File: config.mk
export PLATFORM = sky130hd
export DESIGN_NAME = evt_divider
export DESIGN_NICKNAME = d
export VERILOG_FILES = /design/src/rtl/evt_div_pkg.sv /design/src/rtl/evt_sync.sv /design/src/rtl/rise_detect.sv /design/src/rtl/div_fsm.sv /design/src/rtl/evt_divider.sv
export SDC_FILE = /design/constraint.sdc
export NUM_CORES = 1
export LEC_CHECK = 0
export BUFFER_PORTS_ARGS = -buffer_cell sky130_fd_sc_hd__buf_2
export CORE_AREA = 3 3 40 42
export DETAILED_ROUTE_END_ITERATION = 10
export DIE_AREA = 0 0 43 45
export PLACE_DENSITY = 0.65
export SKIP_LAST_GASP = 1
export SYNTH_ARGS = -nofsm -noshare
export SYNTH_HDL_FRONTEND = slang
export SYNTH_SLANG_ARGS = --single-unit
File: constraint.sdc
create_clock -name clk -period 1.8 [get_ports clk]
set_clock_uncertainty 0.15 [all_clocks]
set_input_delay 0.09 -clock clk [delete_from_list [all_inputs] [get_ports clk]]
set_output_delay 0.09 -clock clk [all_outputs]
set_load 0.01 [all_outputs]
File: src/rtl/evt_div_pkg.sv
package evt_div_pkg;
    parameter int CNT_W       = 4;
    parameter int SYNC_STAGES = 2;

    typedef logic [CNT_W-1:0] cnt_t;

    typedef enum logic [0:0] {
        ST_ARMED = 1'b0,
        ST_RUN   = 1'b1
    } div_state_e;
endpackage

File: src/rtl/evt_sync.sv
module evt_sync #(
    parameter int STAGES = 2
) (
    input  logic clk,
    input  logic rst,
    input  logic async_in,
    output logic sync_out
);
    logic [STAGES-1:0] chain_q;

    generate
        for (genvar i = 0; i < STAGES; i++) begin : g_stage
            if (i == 0) begin : g_first
                always_ff @(posedge clk) begin
                    if (rst) chain_q[0] <= 1'b0;
                    else     chain_q[0] <= async_in;
                end
            end else begin : g_next
                always_ff @(posedge clk) begin
                    if (rst) chain_q[i] <= 1'b0;
                    else     chain_q[i] <= chain_q[i-1];
                end
            end
        end
    endgenerate

    assign sync_out = chain_q[STAGES-1];
endmodule

File: src/rtl/rise_detect.sv
module rise_detect (
    input  logic clk,
    input  logic rst,
    input  logic level_in,
    output logic rise_out
);
    logic prev_q;

    always_ff @(posedge clk) begin
        if (rst) prev_q <= 1'b0;
        else     prev_q <= level_in;
    end

    assign rise_out = level_in & ~prev_q;
endmodule

File: src/rtl/div_fsm.sv
module div_fsm
    import evt_div_pkg::*;
#(
    parameter int W = CNT_W
) (
    input  logic         clk,
    input  logic         rst,
    input  logic         step,
    input  logic [W-1:0] reload_val,
    output logic [W-1:0] count,
    output div_state_e   state,
    output logic         tc_out
);
    localparam logic [W-1:0] ONE = W'(1);

    div_state_e   state_q, state_d;
    logic [W-1:0] cnt_q, cnt_d;
    logic         fire;
    logic         tc_q;

    always_comb begin
        state_d = state_q;
        cnt_d   = cnt_q;
        fire    = 1'b0;
        if (step) begin
            unique case (state_q)
                ST_ARMED: begin
                    fire    = 1'b1;
                    cnt_d   = reload_val;
                    state_d = (reload_val == '0) ? ST_ARMED : ST_RUN;
                end
                ST_RUN: begin
                    cnt_d   = cnt_q - ONE;
                    state_d = (cnt_q == ONE) ? ST_ARMED : ST_RUN;
                end
                default: begin
                    state_d = ST_ARMED;
                    cnt_d   = '0;
                end
            endcase
        end
    end

    // state register
    always_ff @(posedge clk) begin
        if (rst) begin
            state_q <= ST_ARMED;
            cnt_q   <= '0;
        end else begin
            state_q <= state_d;
            cnt_q   <= cnt_d;
        end
    end

    // outputs
    always_ff @(posedge clk) begin
        if (rst) tc_q <= 1'b0;
        else     tc_q <= fire;
    end

    assign count  = cnt_q;
    assign state  = state_q;
    assign tc_out = tc_q;
endmodule

File: src/rtl/evt_divider.sv
module evt_divider
    import evt_div_pkg::*;
(
    input  logic             clk,
    input  logic             rst,
    input  logic             wr_en,
    input  logic [CNT_W-1:0] wr_data,
    input  logic             evt_in,
    output logic             tc_pulse
);
    logic       evt_sync_lvl;
    logic       evt_edge;
    cnt_t       reload_q;
    cnt_t       work_cnt;
    div_state_e fsm_state;

    always_ff @(posedge clk) begin
        if (rst)        reload_q <= '0;
        else if (wr_en) reload_q <= wr_data;
    end

    evt_sync #(.STAGES(SYNC_STAGES)) u_sync (
        .clk      (clk),
        .rst      (rst),
        .async_in (evt_in),
        .sync_out (evt_sync_lvl)
    );

    rise_detect u_rise (
        .clk      (clk),
        .rst      (rst),
        .level_in (evt_sync_lvl),
        .rise_out (evt_edge)
    );

    div_fsm #(.W(CNT_W)) u_fsm (
        .clk        (clk),
        .rst        (rst),
        .step       (evt_edge),
        .reload_val (reload_q),
        .count      (work_cnt),
        .state      (fsm_state),
        .tc_out     (tc_pulse)
    );
endmodule

# Word level (Yosys, flattened, before mapping)
# Index checks and enable logic that the tools add are counted.
# op_classes
shifts	0
n_reduce_logical	2
eq_ne	1
magnitude_cmp	0
n_mux	5
multipliers	0
addsub	1
div_mod_pow	0
bitwise_logic	4
# ops
operator	count
$pmux 4 s2	1
$eq 4x1->1 const B	1
$logic_not 4->1	1
$sub 4x1->4 const B	1
$mux 1	3
$not 1->1	3
$pmux 1 s2	1
$reduce_or 2->1	1
$and 1x1->1	1
# totals
inputBits	8
out_inout_bits	1
wordCells	20
ramBits	0
rom_bits	0
latch_bits	0
n_memories	0
register_bits	13

# Depth between registers and ports, before layout
# Gate-level depths: netlist (run 1).
# logic_depth
depth_word	4
ltp_mapped	5
depth_no_buf	5

# Modules after synthesis
# Synthesis (run 1) repeated with hierarchy kept, for this count alone.
# unflattened
cells_unflattened	57
hier_area_um2	561.8
# by_module_without_submodules
mod	cells_each	n_inst	area_each_um2	seq_area_each_um2
div_fsm	37	1	321.6	120.1
evt_divider	13	1	140.1	80.1
evt_sync	4	1	52.6	40.0
rise_detect	3	1	47.5	20.0

# Worst setup path before layout (run 1)
# OpenSTA, ideal clock, no wires.
# synth_path
path_kind	reg-to-reg
from	reg reload_q[3]
to	reg u_fsm.state_q (netlist: u_fsm.state)
stages_incl_launch_ff	4
t_required_ns	1.516
n_path_buf	0
setup_ns	0.134
synth_period_minus_slack_ns	1.273
arrival_time_ns	0.989
path_slack_ns	0.527
cell_sequence	dfxtp_1 -> or4_1 -> a21oi_1 -> a211oi_1
# synth_via
elab_chain_cells	3
# synth_lines
item	line	text
start, declared	evt_divider.sv:13	cnt_t reload_q;
start signal, assigned	evt_divider.sv:19	else if (wr_en) reload_q <= wr_data;
$logic_not 4->1	div_fsm.sv:30	state_d = (reload_val == '0) ? ST_ARMED : ST_RUN;
$mux 1	div_fsm.sv:30	
$pmux 1 s2	div_fsm.sv:26	unique case (state_q)
end signal, assigned	div_fsm.sv:50	state_q <= state_d;
end, declared	div_fsm.sv:16	div_state_e state_q, state_d;
# Every way passes these cells.
# A chain may end at the register's enable or synchronous reset.

==> metrics.yaml, run 1 <==
detailed_routing:
  drt-wirelength-per-cell_um: 11.6
  drtIter0Drc: 2
  vias: 465
  ant_nets: 0
  drc: 0
  avgViaCountPerCell: 5.05
  routed_wl_mm: 1.07
  dr.pass1.iters: 4
timing:
  finalSetupTns_ns: 0
  worstMarginPinSlew_ns: 0.341
  final_max_slew_viol_count: 0
  fin_crit_ns: 1.49
  period_share_pct: 82.6
  max_freq_mhz: 673
  setup_violations: 0
  slew_headroom_pct: 77.3
  rsz0062_at_grt: "false"
  hold_viol_final: 0
clocking:
  cts_root_buffer: "clkbuf_4"
  clk_latency_ns: 0.27
  clkTransAtPathRegs_ns: 0.08
  tritoncts: "done"
  cts_num_sinks: 13
  cts_buffer_depth: 2
  cts-buffers-inserted: 3
  htreeDepth: 1
setup_path:
  worst_setup_path_end_kind: "flop"
  crit_chain: "dlygate4sd3_1 > buf_2 > mux2i_1 > nor2_1 > dlygate4sd3_1"
  timing.critical_path.buf_inv: 3
  max_stage_delay_ns: 0.56
  slowest_stage: "dlygate4sd3_1"
  worstPathArrival_ns: 1.50
  path_common_cell: "dlygate4sd3_1"
  cp-start-kind: "input pin"
  crit_required_ns: 1.81
  worstSetupPathType: "in -> reg"
  crit_family: "buffers and inverters"
  cp_max_fo: 1
die:
  fp.coreArea_um2: 1280
  die_y_um: 45
  die_area_um2: 1940
  ios: 9
  rows: 13
  initial_utilization_pct: 42.9
  dieWidth_um: 43
synthesis:
  syn_inst: 58
  synth_nets: 68
  synth-seq-cells: 13
  syn_area_um2: 552
  syn_avg_cell_area_um2: 9.51
  synth.distinct_cells: 24
  ys_seq_area_share_pct: 47.2
  ys_warn_count: 0
power:
  ir_drop_mv: 0.534
  p_leak_nw: 0.292
  powerDensity_nw_per_um2: 760
placement:
  place_area_um2: 598
  io_buffer_count: 8
  gp_congestion: 0.688
  dp_hpwl_um: 670
global_routing:
  grt_pass1_wl_mm: 1.98
  grt_max_degree: 14
  grt_usage_pct: 13.3
  grt_antenna_before_repair: 0
  grt_pass1_vias: 449
  grt-ovfl-total: 0
run:
  cap_violations: 0
worst_hold_path:
  hp-class: "reg -> reg"
final_layout:
  layout_common_cells: "dfxtp_1, dlygate4sd3_1, buf_2"
  post-route-cell-area_um2: 724
  drive_above_1_share_pct: 14.3
  nNetsFinal: 88
  fillCellCount: 118
  syn_to_final_growth_pct: 31.3
  antenna_cells: 0
  final_common_cell: "dfxtp_1"
run_status:
  status: "finished clean"
[registers in the layout, indices dropped and copies added (netlist names)]
name	flops
u_sync.chain_q	1
u_rise.prev_q	1
u_fsm.tc_out	1
u_sync.sync_out	1
reload_q	4
u_fsm.state	1
u_fsm.count	4
[cells in the mapped netlist]
master     instances  area, µm²
and3b_1            1       8.76
buf_2              1       5.00
nand2_1            3       11.3
nand2b_1           1       6.26
nand3b_1           2       15.0
a2bb2oi_1          1       8.76
dfxtp_1           13        260
mux2i_1            4       40.0
nor2b_1            5       31.3
o211ai_1           1       7.51
o21ai_0            2       10.0
inv_1              2       7.51
nor3_1             2       10.0
a31oi_1            1       6.26
nor4bb_1           2       20.0
a211oi_1           1       7.51
a21oi_1            5       25.0
clkbuf_1           1       3.75
ha_1               2       25.0
or4_1              1       7.51
buf_1              1       3.75
nor2_1             4       15.0
nand4b_1           1       8.76
and2b_1            1       7.51
[worst paths after layout]
| check | startpoint | end | slack (ns) | depth (start not counted) |
|---|---|---|---|---|
| min reg2reg | u_sync.chain_q[0]$_SDFF_PP0_ | u_sync.sync_out$_SDFF_PP0_ | 0.30 | 1 |
| min | u_sync.chain_q[0]$_SDFF_PP0_ | u_sync.sync_out$_SDFF_PP0_ | 0.30 | 1 |
| max | wr_data[2] | reload_q[2]$_SDFFE_PP0P_ | 0.31 | 5 |
| max reg2reg | reload_q[2]$_SDFFE_PP0P_ | reload_q[2]$_SDFFE_PP0P_ | 0.46 | 3 |
[stage by stage]
| step | utilization (%) | hold WS (ns) | cells | setup slack, ns | power, mW |
|---|---|---|---|---|---|
| 6_report | 56.4 | 0.301 | 92 | 0.314 | 0.551 |
| 5_1_grt | 56.4 | 0.314 | 92 | 0.242 | 0.582 |
| 4_1_cts | 56.4 | 0.306 | 92 | 0.336 | 0.553 |
| 3_5_place_dp | 46.5 | 0.166 | 78 | 0.492 | 0.358 |
| 3_3_place_gp | 46.5 | 0.161 | 78 | 0.488 | 0.357 |
| 2_1_floorplan | - | 0.0116 | 58 | 0.527 | 0.344 |
[report_power, final]
| part | switching (mW) | leakage (nW) | total, mW | internal, mW |
|---|---|---|---|---|
| clock | 0.0954 | 0.0150 | 0.181 | 0.0857 |
| combinational | 0.0227 | 0.170 | 0.0605 | 0.0378 |
| sequential | 0.0102 | 0.106 | 0.309 | 0.299 |
[cell type report]
cell class	count	area, µm²	share of cell area [%]
Clock buffer	4	26.3	3.63
Inverter	2	7.51	1.04
Multi-Input combinational cell	40	272	37.5
Sequential cell	13	260	35.9
Tap cell	15	18.8	2.59
Timing Repair Buffer	18	140	19.3
[metal layers]
metal | share of wire (%) | up-vias | global-route usage [%]
met5 | 0 | - | 0
met4 | 0 | 0 | 3.61
met3 | 4.4 | 0 | 3.98
met2 | 49 | 9 | 22.5
met1 | 47 | 216 | 16.7
li1 | - | 240 | -
[cell families after synthesis]
logic type,count (synthesis),share of synthesized area (%)
simple gates,23,25.6
flops,13,47.2
compound gates,11,11.8
buf+inv,5,3.63
mux,4,7.26
fa+ha+maj,2,4.53
[what timing repair did]
item                      in CTS  in global routing
setup buffers                  0                  0
gates resized for setup        0                  0
hold endpoints to repair       6                  0
hold buffers                  10                  0
No activity file was read; power rests on OpenSTA's default activity.
==> run 2, diff against run 1 <==
PLACE_DENSITY = 0.67   (was 0.65)
clock period = 1.2 ns   (was 1.8 ns; I/O delays follow)
==> metrics.yaml, run 2 (synthesized netlist as in run 1, its figures left out) <==
setup_path:
  r2r_setup_slack_ns: -0.08
  worstSetupPathType: "reg -> reg"
  worstPathArrival_ns: 1.29
  regToRegEndpoint: "u_fsm.state$_SDFFE_PP0P_"
  cp-start-kind: "flop"
  cp_max_fo: 2
  worst_setup_path_end_kind: "flop"
  ff2ff_path_depth: 3
  timing.rr.start: "reload_q[2]$_SDFFE_PP0P_"
  crit_required_ns: 1.21
die:
  initial_utilization_pct: 42.9
  fp.coreArea_um2: 1280
  ios: 9
  die_y_um: 45
  dieWidth_um: 43
  rows: 13
  die_area_um2: 1940
worst_hold_path:
  hp-class: "reg -> reg"
  min_to: "u_sync.sync_out$_SDFF_PP0_"
  min_from: "u_sync.chain_q[0]$_SDFF_PP0_"
  hold_depth: 1
final_layout:
  antenna_cells: 0
  fillCellCount: 95
  final_common_cell: "dfxtp_1"
  drive_above_1_share_pct: 37.8
  nNetsFinal: 93
  stdcell_count: 97
  layout_common_cells: "dfxtp_1, buf_2, dlygate4sd3_1, buf_4, nor2b_1"
  syn_to_final_growth_pct: 46.9
timing:
  fin_crit_ns: 1.28
  rsz0062_at_grt: "true"
  hold_viol_final: 0
  worstMarginPinSlew_ns: 0.238
  setup_violations: 1
  slew_headroom_pct: 83.9
  max_freq_mhz: 781
  setup_ws_ns: -0.0811
  period_share_pct: 107
  final_max_slew_viol_count: 0
  timing.hold.ws_ns: 0.303
detailed_routing:
  dr.max_layer_used: "met4"
  drt-wirelength-per-cell_um: 12.1
  avgViaCountPerCell: 5.21
  met1_length_um: 506
  drtIter0Drc: 5
  routed_wl_mm: 1.18
  vias: 505
  wl_met2_um: 606
  drc: 0
  wl_met3_um: 55
  dr.pass1.iters: 4
  ant_nets: 0
run_status:
  status: "finished with violations"
  violations: "negative setup slack"
clocking:
  htreeDepth: 1
  clk_latency_ns: 0.28
  cts-buffers-inserted: 3
  cts_buffer_depth: 2
  cts_num_sinks: 13
  clkTransAtPathRegs_ns: 0.08
  tritoncts: "done"
  cts_root_buffer: "clkbuf_4"
power:
  p_leak_nw: 0.327
  powerDensity_nw_per_um2: 1050
  ir_drop_mv: 0.732
global_routing:
  grt_antenna_before_repair: 0
  grt_max_degree: 14
  grt_pass1_vias: 495
  grt-ovfl-total: 0
  grt_usage_pct: 13.8
  grt_pass1_wl_mm: 2.00
placement:
  io_buffer_count: 8
  dp_cells: 85
  dp_hpwl_um: 759
  gp_congestion: 0.739
run:
  cap_violations: 0
-- run 2: cell count changes in the layout (fill, tap and decap cells not counted), moves of 2 or more --
cell and delta:
inv_1 -2, o21ai_0 -2, o21ai_1 +2, dfxtp_2 +2, buf_4 +7, dfxtp_1 -3
dlygate4sd3_1 -3
-- run 2: per-layer routing --
metal | vias up | global-route usage, %
met2 | 13 | 24.9
met5 | - | 0
met3 | 2 | 3.98
li1 | 254 | -
met4 | 0 | 5.42
met1 | 236 | 15.4
-- run 2: power by group --
| part | total, mW | switching [mW] | internal, mW |
|---|---|---|---|
| clock | 0.275 | 0.146 | 0.129 |
| sequential | 0.460 | 0.0125 | 0.447 |
| combinational | 0.118 | 0.0453 | 0.0725 |
| total | 0.852 | 0.204 | 0.649 |
-- run 2: critical path: stages (launching register included) --
cell and delay (ns):
dfxtp_1 0.32, or4_4 0.53, a21oi_2 0.13, a211oi_1 0.05
-- run 2: cell type report --
cell class                      instances  area, µm²  area share, %
Multi-Input combinational cell         40        315           38.9
Clock buffer                            4       26.3           3.24
Sequential cell                        13        267           32.9
Tap cell                               15       18.8           2.31
Inverter                                2       10.0           1.23
Timing Repair Buffer                   23        174           21.5
-- run 2: timing repair --
| action | CTS | global route |
|---|---|---|
| hold endpoints to repair | 13 | 0 |
| gates resized for setup | 5 | 12 |
| pin swaps | 1 | 8 |
| buffers inserted | 0 | 1 |
| hold buffers | 7 | 0 |
| endpoints found under the setup margin | 3 | 5 |
-- run 2: worst max path at each step --
stage | start | to | slack (ns) | depth (start not counted)
finish | reload_q[2]$_SDFFE_PP0P_ | u_fsm.state$_SDFFE_PP0P_ | -0.08 | 3
global route | reload_q[2]$_SDFFE_PP0P_ | u_fsm.state$_SDFFE_PP0P_ | -0.13 | 3
CTS | reload_q[2]$_SDFFE_PP0P_ | u_fsm.state$_SDFFE_PP0P_ | -0.09 | 3
detailed placement | reload_q[2]$_SDFFE_PP0P_ | u_fsm.state$_SDFFE_PP0P_ | -0.08 | 3
global placement | reload_q[2]$_SDFFE_PP0P_ | u_fsm.state$_SDFFE_PP0P_ | -0.06 | 3
floorplan | reload_q[2]$_SDFFE_PP0P_ | u_fsm.state$_SDFFE_PP0P_ | -0.05 | 3
-- run 2: metrics by stage --
stage | setup slack, ns | setup TNS (ns) | power, mW | area (µm²) | util [%]
6_report | -0.0811 | -0.0811 | 0.852 | 811 | 63.1
5_1_grt | -0.132 | -0.188 | 0.881 | 811 | 63.1
4_1_cts | -0.0930 | -0.0930 | 0.835 | 762 | 59.3
3_5_place_dp | -0.0838 | -0.0943 | 0.554 | 652 | 50.7
3_3_place_gp | -0.0566 | -0.0566 | 0.552 | 652 | 50.7
2_1_floorplan | -0.0453 | -0.0453 | 0.516 | 553 | -
==> run 3, diff against run 2 <==
CELL_PAD_IN_SITES_DETAIL_PLACEMENT = 1   (was default)
CELL_PAD_IN_SITES_GLOBAL_PLACEMENT = 2   (was default)
CORE_AREA = default   (was 3 3 40 42)
CORE_ASPECT_RATIO = 0.8   (was default)
CORE_MARGIN = 3   (was default)
CORE_UTILIZATION = 28   (was default)
DIE_AREA = default   (was 0 0 43 45)
PLACE_DENSITY = 0.71   (was 0.67)
SLEW_MARGIN = 20   (was default)
==> metrics.yaml, run 3 (synthesized netlist as in run 1, its figures left out) <==
global_routing:
  grt_pass1_vias: 482
  gr-usage-met2_pct: 20.0
  grt_pass1_wl_mm: 2.38
  grt_antenna_before_repair: 0
  top_usage_layer: "met2"
  grt-ovfl-total: 0
  grt_usage_pct: 13.0
  grtUsageMet1_pct: 16.5
  use_met3_pct: 6.52
  grt_max_degree: 14
timing:
  max_freq_mhz: 744
  worstMarginPinSlew_ns: 0.299
  setup_ws_ns: -0.145
  rsz0062_at_grt: "true"
  slew_headroom_pct: 79.8
  hold_viol_final: 0
  final_max_slew_viol_count: 0
  fin_crit_ns: 1.34
  setup_violations: 2
  period_share_pct: 112
placement:
  place_area_um2: 668
  dp_hpwl_um: 960
  post-place-ws_ns: -0.0798
  io_buffer_count: 8
  gp_congestion: 0.696
detailed_routing:
  drtIter0Drc: 8
  dr.pass1.iters: 3
  drt-wirelength-per-cell_um: 14.3
  ant_nets: 0
  routed_wl_mm: 1.52
  drc: 0
  avgViaCountPerCell: 4.79
  vias: 508
run:
  cap_violations: 0
clocking:
  cts_root_buffer: "clkbuf_4"
  cts_num_sinks: 13
  clk_latency_ns: 0.28
  cts-buffers-inserted: 3
  clkTransAtPathRegs_ns: 0.09
  htreeDepth: 1
  cts_buffer_depth: 2
  tritoncts: "done"
die:
  dieWidth_um: 55.6
  initial_utilization_pct: 31.7
  rows: 13
  die_y_um: 45.7
  die_area_um2: 2540
  ios: 9
  fp.coreArea_um2: 1740
setup_path:
  cp_max_fo: 2
  cp-start-kind: "flop"
  worstPathArrival_ns: 1.36
  crit_required_ns: 1.22
  worstSetupPathType: "reg -> reg"
  worst_setup_path_end_kind: "flop"
final_layout:
  post-route-cell-area_um2: 838
  regArea_um2: 269
  multi_input_comb_area_um2: 318
  nNetsFinal: 95
  syn_to_final_growth_pct: 51.9
  layout_common_cells: "dfxtp_1, buf_4, buf_2"
  drive_above_1_share_pct: 40.5
  final_common_cell: "dfxtp_1"
  fillCellCount: 195
  antenna_cells: 0
power:
  p_sw_share_pct: 25.6
  p_int_mw: 0.644
  seqPwrFrac_pct: 53.4
  ir_drop_mv: 0.759
  pwr-share-clk_pct: 32.4
  powerDensity_nw_per_um2: 1030
  p_leak_nw: 0.339
  power.switching_mw: 0.221
  combPwrFrac_pct: 14.2
run_status:
  violations: "negative setup slack"
  status: "finished with violations"
worst_hold_path:
  hp-class: "reg -> reg"
==> run 3: cell type report <==
type                            instances  share of cell area [%]
Clock buffer                            3                    2.69
Inverter                                2                   0.896
Multi-Input combinational cell         40                    37.9
Tap cell                               22                    3.28
Clock inverter                          1                   0.597
Timing Repair Buffer                   25                    22.5
Sequential cell                        13                    32.1
==> run 3: metrics by stage <==
step | instances | power (mW) | setup TNS (ns) | hold WS, ns | util (%)
floorplan | 58 | 0.516 | -0.0453 | -0.0184 | -
global placement | 93 | 0.557 | -0.0825 | 0.121 | 38.4
detailed placement | 93 | 0.561 | -0.128 | 0.130 | 38.4
CTS | 104 | 0.868 | -0.130 | 0.308 | 45.3
global route | 106 | 0.916 | -0.356 | 0.336 | 48.2
finish | 106 | 0.865 | -0.178 | 0.304 | 48.2
==> run 3: final timing paths <==
path                                              startpoint  slack [ns]                         end  depth (start not counted)
worst min register to register  u_sync.chain_q[0]$_SDFF_PP0_        0.30  u_sync.sync_out$_SDFF_PP0_                          1
worst max register to register      reload_q[2]$_SDFFE_PP0P_       -0.14    u_fsm.state$_SDFFE_PP0P_                          3
worst min-delay path            u_sync.chain_q[0]$_SDFF_PP0_        0.30  u_sync.sync_out$_SDFF_PP0_                          1
worst max-delay path                reload_q[2]$_SDFFE_PP0P_       -0.14    u_fsm.state$_SDFFE_PP0P_                          3
==> run 3: per-layer routing <==
layer  vias to the layer above  wire (µm)
met3                         0         62
met2                         8        741
li1                        258          -
met4                         0          0
met5                         -          0
met1                       242        717
==> run 3: power groups by stage <==
| stage | sequential [mW] | combinational [mW] | clock [mW] |
|---|---|---|---|
| final | 0.462 | 0.122 | 0.281 |
| after global routing | 0.464 | 0.135 | 0.316 |
| after CTS | 0.462 | 0.111 | 0.295 |
| after detailed placement | 0.471 | 0.0891 | 0 |
| after global placement | 0.470 | 0.0866 | 0 |
| after floorplan | 0.468 | 0.0484 | 0 |
==> run 3: worst max-delay path, stage by stage (launching register included) <==
cell,delay [ns]
dfxtp_2,0.34
or4_4,0.54
a21oi_2,0.16
a211oi_2,0.04
==> run 3: repair_timing <==
item	CTS	global route
pin swaps	3	5
hold endpoints to repair	13	0
hold buffers	7	0
endpoints found under the setup margin	4	5
gates resized for setup	7	9
buffers inserted	0	2
